## config.mk

```make
export PLATFORM = sky130hd
export DESIGN_NAME = lkd_opdec
export DESIGN_NICKNAME = d
export VERILOG_FILES = /design/src/rtl/lkd_pkg.sv /design/src/rtl/lkd_key_tap.sv /design/src/rtl/lkd_sel_mix.sv /design/src/rtl/lkd_case_table.sv /design/src/rtl/lkd_opdec.sv
export SDC_FILE = /design/constraint.sdc
export NUM_CORES = 1
export LEC_CHECK = 0
export ABC_AREA = 1
export BUFFER_PORTS_ARGS = -buffer_cell sky130_fd_sc_hd__buf_4
export CAP_MARGIN = 15
export CORE_AREA = 2 2 39 41
export DETAILED_ROUTE_END_ITERATION = 6
export DIE_AREA = 0 0 41 43
export PLACE_DENSITY = 0.51
export SLEW_MARGIN = 10
export SYNTH_ARGS = -nofsm -noshare
export SYNTH_HDL_FRONTEND = slang
export SYNTH_SLANG_ARGS = --single-unit
```

## constraint.sdc

```tcl
create_clock -name vclk -period 0.98
set_input_delay 0.098 -clock vclk [all_inputs]
set_output_delay 0.098 -clock vclk [all_outputs]
set_load 0.01 [all_outputs]
```

## src/rtl/lkd_pkg.sv

```systemverilog
package lkd_pkg;

  localparam int OPC_W = 4;
  localparam int ALU_W = 4;
  localparam int KEY_W = 16;
  localparam logic [KEY_W-1:0] LOCK_KEY_DEFAULT = 16'hBFF9;

  typedef enum logic [ALU_W-1:0] {
    ALU_PASS_ACC = 4'd0,
    ALU_ADD      = 4'd1,
    ALU_SUB      = 4'd2,
    ALU_AND      = 4'd3,
    ALU_OR       = 4'd4,
    ALU_XOR      = 4'd5,
    ALU_SHL      = 4'd6,
    ALU_SHR      = 4'd7,
    ALU_ROL      = 4'd8,
    ALU_ROR      = 4'd9,
    ALU_INC      = 4'd10,
    ALU_DEC      = 4'd11,
    ALU_NOT      = 4'd12,
    ALU_LOAD     = 4'd13,
    ALU_CLEAR    = 4'd14
  } alu_op_e;

  // Plain instruction opcodes (before locking)
  localparam logic [OPC_W-1:0] OPC_LOAD  = 4'd0;
  localparam logic [OPC_W-1:0] OPC_STORE = 4'd1;
  localparam logic [OPC_W-1:0] OPC_ADD   = 4'd2;
  localparam logic [OPC_W-1:0] OPC_SUB   = 4'd3;
  localparam logic [OPC_W-1:0] OPC_AND   = 4'd4;
  localparam logic [OPC_W-1:0] OPC_OR    = 4'd5;
  localparam logic [OPC_W-1:0] OPC_XOR   = 4'd6;
  localparam logic [OPC_W-1:0] OPC_SHL   = 4'd7;
  localparam logic [OPC_W-1:0] OPC_SHR   = 4'd8;
  localparam logic [OPC_W-1:0] OPC_ROL   = 4'd9;
  localparam logic [OPC_W-1:0] OPC_ROR   = 4'd10;
  localparam logic [OPC_W-1:0] OPC_INC   = 4'd11;
  localparam logic [OPC_W-1:0] OPC_DEC   = 4'd12;
  localparam logic [OPC_W-1:0] OPC_NOT   = 4'd13;
  localparam logic [OPC_W-1:0] OPC_CLEAR = 4'd14;

endpackage

```

## src/rtl/lkd_key_tap.sv

```systemverilog
module lkd_key_tap #(
  parameter int KEY_W   = 16,
  parameter int TAP_LSB = 0,
  parameter int TAP_W   = 4
) (
  input  logic [KEY_W-1:0] key_i,
  output logic [TAP_W-1:0] tap_o
);

  // Bits outside the tap feed other locked logic; fold them so they are consumed.
  logic unused_key_fold;
  assign unused_key_fold = ^key_i;

  assign tap_o = key_i[TAP_LSB +: TAP_W];

endmodule

```

## src/rtl/lkd_sel_mix.sv

```systemverilog
module lkd_sel_mix #(
  parameter int W = 4
) (
  input  logic [W-1:0] sel_i,
  input  logic [W-1:0] mask_i,
  output logic [W-1:0] sel_o
);

  for (genvar b = 0; b < W; b++) begin : g_bit
    assign sel_o[b] = sel_i[b] ^ mask_i[b];
  end

endmodule

```

## src/rtl/lkd_case_table.sv

```systemverilog
module lkd_case_table
  import lkd_pkg::*;
#(
  parameter logic [OPC_W-1:0] LABEL_KEY = 4'h9
) (
  input  logic [OPC_W-1:0] mixed_i,
  output logic [ALU_W-1:0] alu_o
);

  alu_op_e op_n;

  // Every label is stored pre-mixed with the correct key nibble.
  always_comb begin
    op_n = ALU_PASS_ACC;
    case (mixed_i)
      OPC_LOAD  ^ LABEL_KEY: op_n = ALU_LOAD;
      OPC_STORE ^ LABEL_KEY: op_n = ALU_PASS_ACC;
      OPC_ADD   ^ LABEL_KEY: op_n = ALU_ADD;
      OPC_SUB   ^ LABEL_KEY: op_n = ALU_SUB;
      OPC_AND   ^ LABEL_KEY: op_n = ALU_AND;
      OPC_OR    ^ LABEL_KEY: op_n = ALU_OR;
      OPC_XOR   ^ LABEL_KEY: op_n = ALU_XOR;
      OPC_SHL   ^ LABEL_KEY: op_n = ALU_SHL;
      OPC_SHR   ^ LABEL_KEY: op_n = ALU_SHR;
      OPC_ROL   ^ LABEL_KEY: op_n = ALU_ROL;
      OPC_ROR   ^ LABEL_KEY: op_n = ALU_ROR;
      OPC_INC   ^ LABEL_KEY: op_n = ALU_INC;
      OPC_DEC   ^ LABEL_KEY: op_n = ALU_DEC;
      OPC_NOT   ^ LABEL_KEY: op_n = ALU_NOT;
      OPC_CLEAR ^ LABEL_KEY: op_n = ALU_CLEAR;
      default:               op_n = ALU_PASS_ACC;
    endcase
  end

  assign alu_o = op_n;

endmodule

```

## src/rtl/lkd_opdec.sv

```systemverilog
module lkd_opdec
  import lkd_pkg::*;
#(
  parameter int               TAP_LSB  = 0,
  parameter logic [KEY_W-1:0] LOCK_KEY = LOCK_KEY_DEFAULT
) (
  input  logic [OPC_W-1:0] opcode_i,
  input  logic [KEY_W-1:0] key_i,
  output logic [ALU_W-1:0] alu_op_o
);

  localparam logic [OPC_W-1:0] LABEL_KEY = LOCK_KEY[TAP_LSB +: OPC_W];

  logic [OPC_W-1:0] key_nib;
  logic [OPC_W-1:0] sel_mixed;

  lkd_key_tap #(
    .KEY_W  (KEY_W),
    .TAP_LSB(TAP_LSB),
    .TAP_W  (OPC_W)
  ) u_tap (
    .key_i(key_i),
    .tap_o(key_nib)
  );

  lkd_sel_mix #(
    .W(OPC_W)
  ) u_mix (
    .sel_i (opcode_i),
    .mask_i(key_nib),
    .sel_o (sel_mixed)
  );

  lkd_case_table #(
    .LABEL_KEY(LABEL_KEY)
  ) u_table (
    .mixed_i(sel_mixed),
    .alu_o  (alu_op_o)
  );

endmodule

```

==> results.tsv <==
metric	value	unit
vias per cell	4.17	
initial core utilization	19.2	%
final hold vios	0	
drt wl/cell	8.48	um
DIE AREA	1760	um2
layout net count	92	
Setup violations, final	3	
Min-Delay Path Class	in2out	
Setup crit start	opcode_i[1]	
worst-margin pin slew	0.155	ns
Crit Path Category	in2out	
I/O Buffers	12	
row count	14	
status	complete, but fails checks	
crit end category	output port	
post-layout total power	306	uW
uppermost layer routed	met3	
WL met1	293	um
maxcap violations	0	
router iterations before antenna repair	4	
clkbuf count	0	
cts hold-fix bufs	0	
worst-path fanout max	3	
Post-Syn Area	265	um2
Residual DRC	0	
gp weighted congestion	0.751	
worst vdd ir	0.219	mV
required time of the critical path	0.88	ns
CP Data Arrival Time	0.97	ns
DPL Wire Length	520	um
post-CTS setup buffers	0	
IO Count	24	
crit path to	alu_op_o[1]	
Synthesis Warnings	0	
met2 wire len	391	um
final setup margin	-0.0843	ns
FFs & Latches	0	
core area	1380	um2
syn_area_per_cell	5.00	um2
Layout area overhead	99.5	%
diodes inserted	0	
WL final	712	um
vias in the first global route	331	
fin. max-slew vios	0	
global-route wire length before repair	1280	um
multi-input logic area	307	um2
Sequential cell area	0	um2
Final period util	109	%
vias	350	
share of the yosys chip area belonging to registers	0	%
startpoint class of the critical path	input pin	
gr usage total	9.71	%
Die H	43	um
initial antenna violation count	0	
Cells after Synth	53	
RSZ-0062 raised after global routing	true	
library cells used by synthesis	13	
Fmax	0.940	GHz
syn_nets	75	
P_leak	0.000282	uW
layout cell share with drive strength beyond 1	54.4	%
Remaining Overflow, GRT	0	
Routed Antenna Nets	0	
Setup TNS	-0.166	ns
largest net degree at the start of global routing	6	
PD cells	578	nW/um2
metal3 WL	26	um
min cycle time layout	1.06	ns
relative slew slack	89.6	%
Fillers	151	
die width	41	um
drt initial violations	2	
Core Util, Final	38.2	%
failing checks	negative setup slack	
-- where the power goes --
group	leakage, uW	internal, uW	total [uW]	switching (uW)
clock network	0	0	0	0
logic	0.000282	162	306	144
registers	0	0	0	0
-- metal layers --
layer	GRT usage [%]	up-vias
li1	-	190
met2	18.4	6
met1	12.1	154
met4	0	0
met3	0	0
met5	0	-
-- cells in the mapped netlist, drive strengths merged --
cell type	number	area, um2
nand2	27	114
inv	11	41.3
nand3	7	40.0
nor2	3	21.3
ha	2	25.0
xnor2	2	17.5
nand4	1	6.26
-- cells by family (layout without fill, tap and decap cells) --
family	Yosys count	after routing	synth area share (%)
simple gates	38	38	68.4
buf+inv	11	26	15.6
fa+ha+maj	2	2	9.43
xor+xnor	2	2	6.60
-- final cells by class --
type,count,share of cell area (%)
Tap cell,16,3.78
Inverter,11,8.27
Timing Repair Buffer,15,30.0
Multi-Input combinational cell,42,57.9
-- critical path, cell delays in order --
cell     delay (ns)
buf_6          0.09
inv_2          0.04
nand2_2        0.04
nand2_2        0.08
inv_4          0.06
ha_4           0.26
nand2_1        0.05
nand3_1        0.07
nand2_1        0.06
buf_6          0.12
-- worst min-delay path by stage --
stage	from	to	slack, ns	depth (start not counted)
5_1_grt	key_i[0]	alu_op_o[1]	0.70	6
4_1_cts	key_i[3]	alu_op_o[1]	0.67	6
3_3_place_gp	opcode_i[0]	alu_op_o[1]	0.67	6
2_1_floorplan	key_i[0]	alu_op_o[0]	0.44	5
6_report	key_i[0]	alu_op_o[1]	0.67	6
3_5_place_dp	opcode_i[0]	alu_op_o[1]	0.67	6
-- metrics by stage --
step	instance area [um2]	hold WS [ns]	instances	setup slack [ns]
2_1_floorplan	265	0.435	53	0.000418
3_3_place_gp	398	0.669	84	-0.175
3_5_place_dp	398	0.665	84	-0.190
4_1_cts	487	0.673	84	-0.0783
5_1_grt	529	0.700	84	-0.127
6_report	529	0.674	84	-0.0843
-- layout by cell type, fill, tap and decap left out --
cell type / instances
inv_4: 1
buf_4: 6
nand2_2: 6
buf_12: 1
inv_2: 5
buf_8: 1
nand2_4: 1
nand3_1: 4
nand2_1: 20
inv_1: 5
ha_4: 2
nand4_1: 1
buf_6: 7
nand3_2: 3
nor2_1: 1
nor2_2: 1
xnor2_4: 2
nor2_4: 1
-- what timing repair did --
action / in CTS / in global routing
gates resized for setup: 19 / 10
pin swaps: 10 / 9
cloned: 0 / 0
endpoints found under the setup margin: 3 / 3
Note: power is estimated with default switching activity, not from simulation.
